File: config.mk
export PLATFORM = sky130hd
export DESIGN_NAME = brg_ctl_regs
export DESIGN_NICKNAME = d
export VERILOG_FILES = /design/src/rtl/brg_ctl_regs.sv
export SDC_FILE = /design/constraint.sdc
export NUM_CORES = 1
export LEC_CHECK = 0
export BUFFER_PORTS_ARGS = -buffer_cell sky130_fd_sc_hd__buf_4
export CORE_ASPECT_RATIO = 0.7
export CORE_MARGIN = 2
export CORE_UTILIZATION = 28
export DETAILED_ROUTE_END_ITERATION = 16
export GPL_TIMING_DRIVEN = 0
export PLACE_DENSITY = 0.48
export SLEW_MARGIN = 20
export SYNTH_ARGS = -nofsm -noshare
export SYNTH_HDL_FRONTEND = slang
export SYNTH_SLANG_ARGS = --single-unit
File: constraint.sdc
create_clock -name clk -period 2.1 [get_ports clk]
set_input_delay 0.42 -clock clk [delete_from_list [all_inputs] [get_ports clk]]
set_output_delay 0.42 -clock clk [all_outputs]
set_load 0.02 [all_outputs]
File: src/rtl/brg_ctl_regs.sv
module brg_ctl_regs #(
  parameter int DW      = 32,
  parameter int AW      = 8,
  parameter int NREG    = 28,
  parameter int RST_BIT = 2
) (
  input  logic          clk,
  input  logic          rst_n,
  input  logic          wr_en,
  input  logic          rd_en,
  input  logic [AW-1:0] addr,
  input  logic [DW-1:0] wdata,
  output logic [DW-1:0] rdata,
  output logic          sys_rst_req
);
  localparam int IW = AW - 2;
  localparam int SW = $clog2(NREG);
  localparam logic [IW-1:0] IX_GEN = IW'(1);
  localparam logic [IW-1:0] IX_SET = IW'(12);
  localparam logic [IW-1:0] IX_CLR = IW'(13);
  localparam logic [IW-1:0] IX_IEN = IW'(14);
  localparam logic [IW-1:0] IX_ISR = IW'(15);

  function automatic logic [DW-1:0] rst_val(input int i);
    case (i)
      0:       return DW'(32'h0000_0C40);
      1:       return DW'(32'h0000_1384);
      2:       return DW'(32'h2BFF_8010);
      3:       return DW'(32'h255E_0091);
      4:       return DW'(32'h0000_6140);
      7, 8:    return DW'(32'h0000_01FF);
      26:      return DW'(32'h0000_0008);
      27:      return DW'(32'h1000_0000);
      default: return '0;
    endcase
  endfunction

  logic [DW-1:0] regs [NREG];
  logic [IW-1:0] widx;
  logic [SW-1:0] sidx;
  logic          hit;
  logic          rise;

  assign widx = addr[AW-1:2];
  assign sidx = widx[SW-1:0];
  assign hit  = ({{(32-IW){1'b0}}, widx} < 32'(NREG));
  assign rise = wr_en && (widx == IX_GEN) && !regs[IX_GEN[SW-1:0]][RST_BIT] && wdata[RST_BIT];

  always_ff @(posedge clk or negedge rst_n) begin
    if (!rst_n) begin
      for (int i = 0; i < NREG; i++) regs[i] <= rst_val(i);
      rdata       <= '0;
      sys_rst_req <= 1'b0;
    end else begin
      sys_rst_req <= rise;
      if (wr_en && hit) begin
        case (widx)
          IX_IEN, IX_ISR: ;
          IX_SET: begin
            regs[IX_SET[SW-1:0]] <= wdata;
            regs[IX_IEN[SW-1:0]] <= regs[IX_IEN[SW-1:0]] | wdata;
          end
          IX_CLR: begin
            regs[IX_CLR[SW-1:0]] <= wdata;
            regs[IX_IEN[SW-1:0]] <= regs[IX_IEN[SW-1:0]] & ~wdata;
          end
          default: regs[sidx] <= wdata;
        endcase
      end
      if (rd_en) rdata <= hit ? regs[sidx] : '0;
    end
  end

  AST_SET_ORS: assert property (@(posedge clk) disable iff (!rst_n)
    (wr_en && widx == IX_SET) |=> ((regs[IX_IEN[SW-1:0]] & $past(wdata)) == $past(wdata)));
  AST_CLR_CLEARS: assert property (@(posedge clk) disable iff (!rst_n)
    (wr_en && widx == IX_CLR) |=> ((regs[IX_IEN[SW-1:0]] & $past(wdata)) == '0));
  AST_RO_ENABLE: assert property (@(posedge clk) disable iff (!rst_n)
    (wr_en && (widx == IX_IEN || widx == IX_ISR)) |=> $stable(regs[IX_IEN[SW-1:0]]));
  AST_REQ_ONE_CYCLE: assert property (@(posedge clk) disable iff (!rst_n)
    sys_rst_req |=> !sys_rst_req);
  AST_REQ_CAUSE: assert property (@(posedge clk) disable iff (!rst_n)
    $rose(sys_rst_req) |-> $past(wr_en && widx == IX_GEN && wdata[RST_BIT]));
  AST_UNMAPPED_ZERO: assert property (@(posedge clk) disable iff (!rst_n)
    (rd_en && !hit) |=> (rdata == '0));
  AST_NO_OVERLAP: assert property (@(posedge clk) disable iff (!rst_n)
    !(wr_en && rd_en));
endmodule

Word-level counts from Yosys, hierarchy flattened
Index checks and enable logic that the tools add are counted.

word-level totals
  ROM bits = 0
  input port bits = 44
  output and inout bits = 33
  logic and storage cells = 70
  register bits = 929
  RAM bits = 0
  memories = 0
  latch bits = 0

cells by class
  shift operators = 0
  divide/modulo/power cells = 0
  reductions and logical operators = 14
  add/sub/neg operators = 0
  multiplexer cells = 10
  multipliers = 0
  eq/ne operators = 5
  magnitude comparators = 3
  bitwise operators = 8

operators by type and width
  operator                                                                      number
  896-bit bitwise mux                                                           1
  32-bit binary-select mux with 5-bit select                                    1
  32-bit demux with 5-bit select                                                1
  32-bit 2-to-1 mux                                                             4
  32-bit one-hot mux with 2 select lines                                        2
  32-bit one-hot mux with 3 select lines                                        1
  32-bit AND                                                                    1
  32-bit inverter                                                               1
  32-bit bitwise OR                                                             1
  6-bit by 4-bit == test with 1-bit output, second input constant               4
  2-bit AND reduction                                                           4
  6-bit by 1-bit == test with 1-bit output, second input constant               1
  6-bit greater-or-equal comparator, second input constant                      1
  6-bit by 1-bit less-than comparator with 1-bit output, second input constant  1
  6-bit by 5-bit less-than comparator with 1-bit output, second input constant  1
  5-bit inverter with 6-bit output                                              1
  3-bit OR reduction                                                            2
  1-bit logical AND                                                             5
  1-bit inverter                                                                4
  4-bit OR reduction                                                            1
  2-bit OR reduction                                                            1
  1-bit zero test                                                               1

Longest topological paths before layout
  word-level depth = 7
  depth in mapped cells = 9
  mapped depth without buffers = 5

Worst setup path after synthesis
No wires, ideal clock.

  kind = input -> register
  start point = input port addr[2]
  end point = register rdata[14]
  arrival = 1.973 ns
  setup time = 0.124 ns
  path buffers = 4
  cell stages on the path = 9
  path slack = 0.003 ns
  data required time = 1.976 ns
  path through = buf_4 > buf_4 > buf_4 > buf_2 > mux2i_1 > o22ai_1 > a211oi_1 > a21oi_1 > a211o_1

between the ends
  cells in the longest elaborated chain, start to end = 5
  elaborated cells on any way between the ends = 6
  those cells by class = order compare (1); mux (4); bitwise (1)

ends and longest elaborated chain
  element                                                 RTL line  text
  start, declared                                         11        input logic [AW-1:0] addr,
  5-bit inverter with 6-bit output (not written as such)  70        if (rd_en) rdata <= hit ? regs[sidx] : '0;
  32-bit binary-select mux with 5-bit select              70
  32-bit 2-to-1 mux (not written as such) (2 in series)   70
  32-bit 2-to-1 mux *                                     70
  end signal, assigned                                    70
  end, declared                                           13        output logic [DW-1:0] rdata,

Every way passes the cells marked *; elsewhere a longest branch is shown, timed or not. The select of a mux whose other input is x is not followed.
A chain may end at the register's enable or synchronous reset.

Final worst setup path
  start point = input port addr[3]
  end point = register rdata[23]

The elaborated chain is that of the path after synthesis.

==> impl_results.html <==
<table>
<tr><th>Metric</th><th>Value</th></tr>
<tr><th colspan="2">Detailed routing</th></tr>
<tr><td>Routed Wire Length</td><td>approximately 150000 um</td></tr>
<tr><td>Detailed-route DRC error count</td><td>0</td></tr>
<tr><td>Antenna-violating nets left</td><td>0</td></tr>
<tr><td>Violation count after the first detailed-route iteration</td><td>2352</td></tr>
<tr><td>Via density</td><td>5.122</td></tr>
<tr><td>Via count</td><td>roughly 26k</td></tr>
<tr><td>First-pass detailed-route iteration total</td><td>5</td></tr>
<tr><td>Drt wl/cell</td><td>30.22 um</td></tr>
<tr><th colspan="2">Clock tree</th></tr>
<tr><td>Number of sinks on the clock net</td><td>929</td></tr>
<tr><td>Root buffer selected by CTS</td><td>clkbuf_16</td></tr>
<tr><td>Number of hold buffers added after cts</td><td>7</td></tr>
<tr><td>Number of buffers added by the clock tree synthesis step</td><td>94</td></tr>
<tr><td>Clock tree from TritonCTS</td><td>built</td></tr>
<tr><td>H-tree level count</td><td>3</td></tr>
<tr><td>Clock-pin slew of the registers on the worst-case setup and hold paths</td><td>0.07 ns</td></tr>
<tr><td>Worst-case clock buffer depth</td><td>3</td></tr>
<tr><td>Clock latency on the worst-skew pair</td><td>0.72 ns</td></tr>
<tr><th colspan="2">Place</th></tr>
<tr><td>Port buffer count</td><td>between 60 and 70</td></tr>
<tr><td>Placed Instances</td><td>4891</td></tr>
<tr><td>RD Place Congestion</td><td>0.8714</td></tr>
<tr><td>HPWL after detailed placement</td><td>99510 um</td></tr>
<tr><th colspan="2">Setup path</th></tr>
<tr><td>Crit path max-delay cell type</td><td>buf_2</td></tr>
<tr><td>Maximum fanout count along the critical path</td><td>10</td></tr>
<tr><td>Series of cell instances along the critical path</td><td>buf_4 &gt; buf_2 &gt; buf_2 &gt; buf_2 &gt; mux4_2 &gt; a22oi_1 &gt; nor2_1 &gt; a211o_1</td></tr>
<tr><td>Crit path launch type</td><td>primary input</td></tr>
<tr><td>Slowest Stage Delay on Critical Path</td><td>around 0.64 ns</td></tr>
<tr><td>Most common cell on crit path</td><td>buf_2</td></tr>
<tr><td>Critical Path End Type</td><td>register</td></tr>
<tr><td>Startpoint-to-endpoint class of the critical path</td><td>primary input to register</td></tr>
<tr><td>CP Data Arrival Time</td><td>2.76 ns</td></tr>
<tr><td>Data required time of the critical path</td><td>about 2.7 ns</td></tr>
<tr><th colspan="2">Timing</th></tr>
<tr><td>Hold WS</td><td>-0.3863 ns</td></tr>
<tr><td>Slew at the pin closest to its max-slew limit</td><td>1.192 ns</td></tr>
<tr><td>Final Hold Vio Count</td><td>82</td></tr>
<tr><td>Worst setup slack after layout</td><td>-0.06810 ns</td></tr>
<tr><td>Slew Viols, Final</td><td>0</td></tr>
<tr><td>Worst slew margin relative to its limit</td><td>between 20 and 25%</td></tr>
<tr><td>Achievable Freq</td><td>0.4612 GHz</td></tr>
<tr><td>Final setup fails</td><td>49</td></tr>
<tr><td>Final total negative setup slack</td><td>-0.7235 ns</td></tr>
<tr><td>Final critical-path share of the clock period</td><td>103.2%</td></tr>
<tr><td>Setup repair after global routing missed its margin</td><td>yes</td></tr>
<tr><td>Period minus WS final</td><td>2.168 ns</td></tr>
<tr><td>Final setup skew</td><td>0.03398 ns</td></tr>
<tr><th colspan="2">Final layout</th></tr>
<tr><td>Sequential cell area</td><td>23320 um^2</td></tr>
<tr><td>Most common library cell in the layout ignoring fill and taps</td><td>dfrtp_1</td></tr>
<tr><td>Area of the multi-input gates</td><td>about 17000 um^2</td></tr>
<tr><td>Count of nets after finishing</td><td>3063</td></tr>
<tr><td>Filler Cells Inserted</td><td>14.52k</td></tr>
<tr><td>Most used cells in the layout excluding fill and tap cells</td><td>872 x dfrtp_1, 753 x mux2_2, 157 x mux4_2, 157 x mux2i_1, 147 x nand2_1</td></tr>
<tr><td>Fraction of final layout cells with drive strength greater than 1</td><td>44.97%</td></tr>
<tr><td>Layout area overhead</td><td>17.07%</td></tr>
<tr><td>Cell Count, Final, Fillers Out</td><td>5085</td></tr>
<tr><th colspan="2">Power and ir drop</th></tr>
<tr><td>Clock group share of total power</td><td>about 41%</td></tr>
<tr><td>Part of the power in combinational logic</td><td>11.8%</td></tr>
<tr><td>Sw frac</td><td>between 20% and 30%</td></tr>
<tr><td>Portion of total power attributed to sequential cells</td><td>47.5%</td></tr>
<tr><td>Worst voltage drop across the vdd grid</td><td>0.5440 mV</td></tr>
<tr><td>Static leakage power</td><td>22.52 nW</td></tr>
<tr><td>Internal</td><td>0.03287 W</td></tr>
<tr><td>Net switching component of the power</td><td>0.01132 W</td></tr>
<tr><td>Power Density</td><td>909.1 nW/um^2</td></tr>
<tr><th colspan="2">Yosys</th></tr>
<tr><td>Count of cell types in the netlist</td><td>50</td></tr>
<tr><td>Synthesized area</td><td>roughly 42000 um^2</td></tr>
<tr><td>Async SR Flop Fraction</td><td>100.0%</td></tr>
<tr><td>Total nets after synthesis</td><td>between 2k and 3k</td></tr>
<tr><td>Main area contributors after synthesis</td><td>dfrtp_1 53%, mux2_2 20%, mux4_2 8.5%</td></tr>
<tr><td>Primary FF master, synth</td><td>dfrtp_1</td></tr>
<tr><td>Number of enable-type register cells in the synthesized netlist</td><td>0</td></tr>
<tr><td>Post-synthesis instance total</td><td>between 2k and 3k</td></tr>
<tr><td>Yosys warnings</td><td>0</td></tr>
<tr><td>Largest area contributor in the netlist</td><td>dfrtp_1</td></tr>
<tr><td>Post-synthesis register bit count</td><td>approximately 930</td></tr>
<tr><td>Syn_area_per_cell</td><td>14.61 um^2</td></tr>
<tr><td>Register area share after synthesis</td><td>56.17%</td></tr>
<tr><td>Area fraction of the dominant cell type after synthesis</td><td>about 53%</td></tr>
<tr><th colspan="2">Global route</th></tr>
<tr><td>Overall track demand over capacity in global routing</td><td>20.14%</td></tr>
<tr><td>Met3 global-route usage</td><td>5.144%</td></tr>
<tr><td>Vias in the first global route</td><td>26.45k</td></tr>
<tr><td>Wire length of the first global-routing pass</td><td>~220000 um</td></tr>
<tr><td>Met2 track utilization from global routing</td><td>between 20% and 30%</td></tr>
<tr><td>Grt peak-use layer</td><td>met1</td></tr>
<tr><td>Number of antenna violations at the first check in global routing</td><td>10</td></tr>
<tr><td>GRT Residual Overflow</td><td>0</td></tr>
<tr><td>GR met1 Demand/Resource</td><td>between 30 and 40%</td></tr>
<tr><td>Maximum number of pins on one net before global-route repair</td><td>138</td></tr>
<tr><th colspan="2">Die</th></tr>
<tr><td>Die extent in y</td><td>326.2 um</td></tr>
<tr><td>Row count</td><td>118</td></tr>
<tr><td>Area of the die</td><td>151400 um^2</td></tr>
<tr><td>I/O pin total</td><td>77</td></tr>
<tr><td>Core outline area</td><td>147500 um^2</td></tr>
<tr><td>Initial core utilization</td><td>28.15%</td></tr>
<tr><td>Horiz. Die Dim</td><td>464.2 um</td></tr>
<tr><th colspan="2">Run status</th></tr>
<tr><td>Outcome</td><td>finished with violations</td></tr>
<tr><td>Failing checks</td><td>hold timing, setup timing</td></tr>
<tr><th colspan="2">Worst hold path</th></tr>
<tr><td>Worst hold path type</td><td>primary input to async pin</td></tr>
<tr><th colspan="2">Job</th></tr>
<tr><td>MaxCap Viol Count</td><td>0</td></tr>
</table>
[worst paths after layout]
| path | start | slack, ns | cells after the start | endpoint |
|---|---|---|---|---|
| setup / recovery | addr[3] | -0.07 | 8 | rdata[23] |
| hold / removal | rst_n | -0.39 | 1 | regs[179] |
| setup reg to reg | regs[417] | 0.33 | 4 | rdata[1] |
| hold reg to reg | regs[403] | 0.46 | 1 | regs[403] |
| max in group asynchronous | rst_n | 0.39 | 5 | regs[611] |
| min in group clk | wdata[10] | 0.04 | 2 | regs[138] |
[kinds of logic after synthesis]
group,Yosys count,share of synthesized area [%]
and+or+nand+nor,237,2.619
muxes,1097,33.54
DFF,929,56.17
buffers and inverters,316,3.393
AOI/OAI and AO/OA,262,4.282
[cell type report]
class | count | share of cell area, %
plain buffers | 297 | 3.514
flip-flops and latches | 929 | 47.98
multi-input cells | 1596 | 34.75
repair buffers | 82 | 1.812
diodes | 5 | 0.02574
inverters | 19 | 0.1467
clock buffers | 147 | 5.787
well taps | 1980 | 5.097
clock inverters | 30 | 0.8881
[metal layers]
metal  vias to the layer above  wire length (um)
li1                      10790                 -
met1                     14210             75220
met2                       848             63230
met3                       193             11700
met4                         4              3512
met5                         -                27
[metrics by stage]
| stage | setup WS [ns] | util (%) | hold slack [ns] | area [um^2] | total power (W) |
|---|---|---|---|---|---|
| 2_1_floorplan | 0.002631 | - | 0.1244 | 41520 | 0.02433 |
| 3_3_place_gp | -11.21 | 30.14 | 0.4357 | 44450 | 0.02622 |
| 3_5_place_dp | -1.329 | 30.34 | 0.3565 | 44750 | 0.02637 |
| 4_1_cts | -0.01067 | 32.79 | -0.3957 | 48360 | 0.04443 |
| 5_1_grt | -0.01987 | 32.95 | -0.3859 | 48600 | 0.04593 |
| 6_report | -0.06810 | 32.95 | -0.3863 | 48600 | 0.04419 |
[synth_stat cells (16+ instances only)]
cell type / instances
buf_4: 25
o22ai_1: 79
mux4_2: 157
nor2_1: 39
o21ai_0: 30
nand2_1: 150
a211o_1: 31
buf_2: 97
inv_1: 19
buf_1: 25
mux2i_1: 157
mux2_1: 30
a22o_1: 16
mux2_2: 753
dfstp_2: 57
clkbuf_1: 149
a211oi_1: 30
a22oi_1: 35
dfrtp_1: 872
a21oi_1: 31
[power by group through the flow]
stage               sequential [W]  clock (W)  combinational, W
CTS                         0.0210     0.0183           0.00517
detailed placement          0.0213          0           0.00509
floorplan                   0.0210          0           0.00335
global placement            0.0213          0           0.00494
global route                0.0212     0.0191           0.00559
finish                      0.0210     0.0180           0.00519
[sequential cells by signal (all words and copies together), names as in the netlist]
signal,cells
rdata,32
sys_rst_req,1
regs,896
[repair_timing]
| item | 4_1_cts | 5_1_grt |
|---|---|---|
| endpoints found under the setup margin | 523 | 407 |
| buffers inserted | 0 | 2 |
| cloned | 1 | 2 |
| endpoints found under the hold margin | 103 | 77 |
| resized for setup | 101 | 61 |
| pin swaps | 0 | 1 |
[worst max-delay path, delay by kind of cell]
| family | cells | cell delay [ns] |
|---|---|---|
| and+or+nand+nor | 1 | 0.08 |
| muxes | 1 | 0.42 |
| AOI/OAI and AO/OA | 2 | 0.50 |
| buffers and inverters | 4 | 1.33 |
Note: power is estimated with default switching activity, not from simulation.
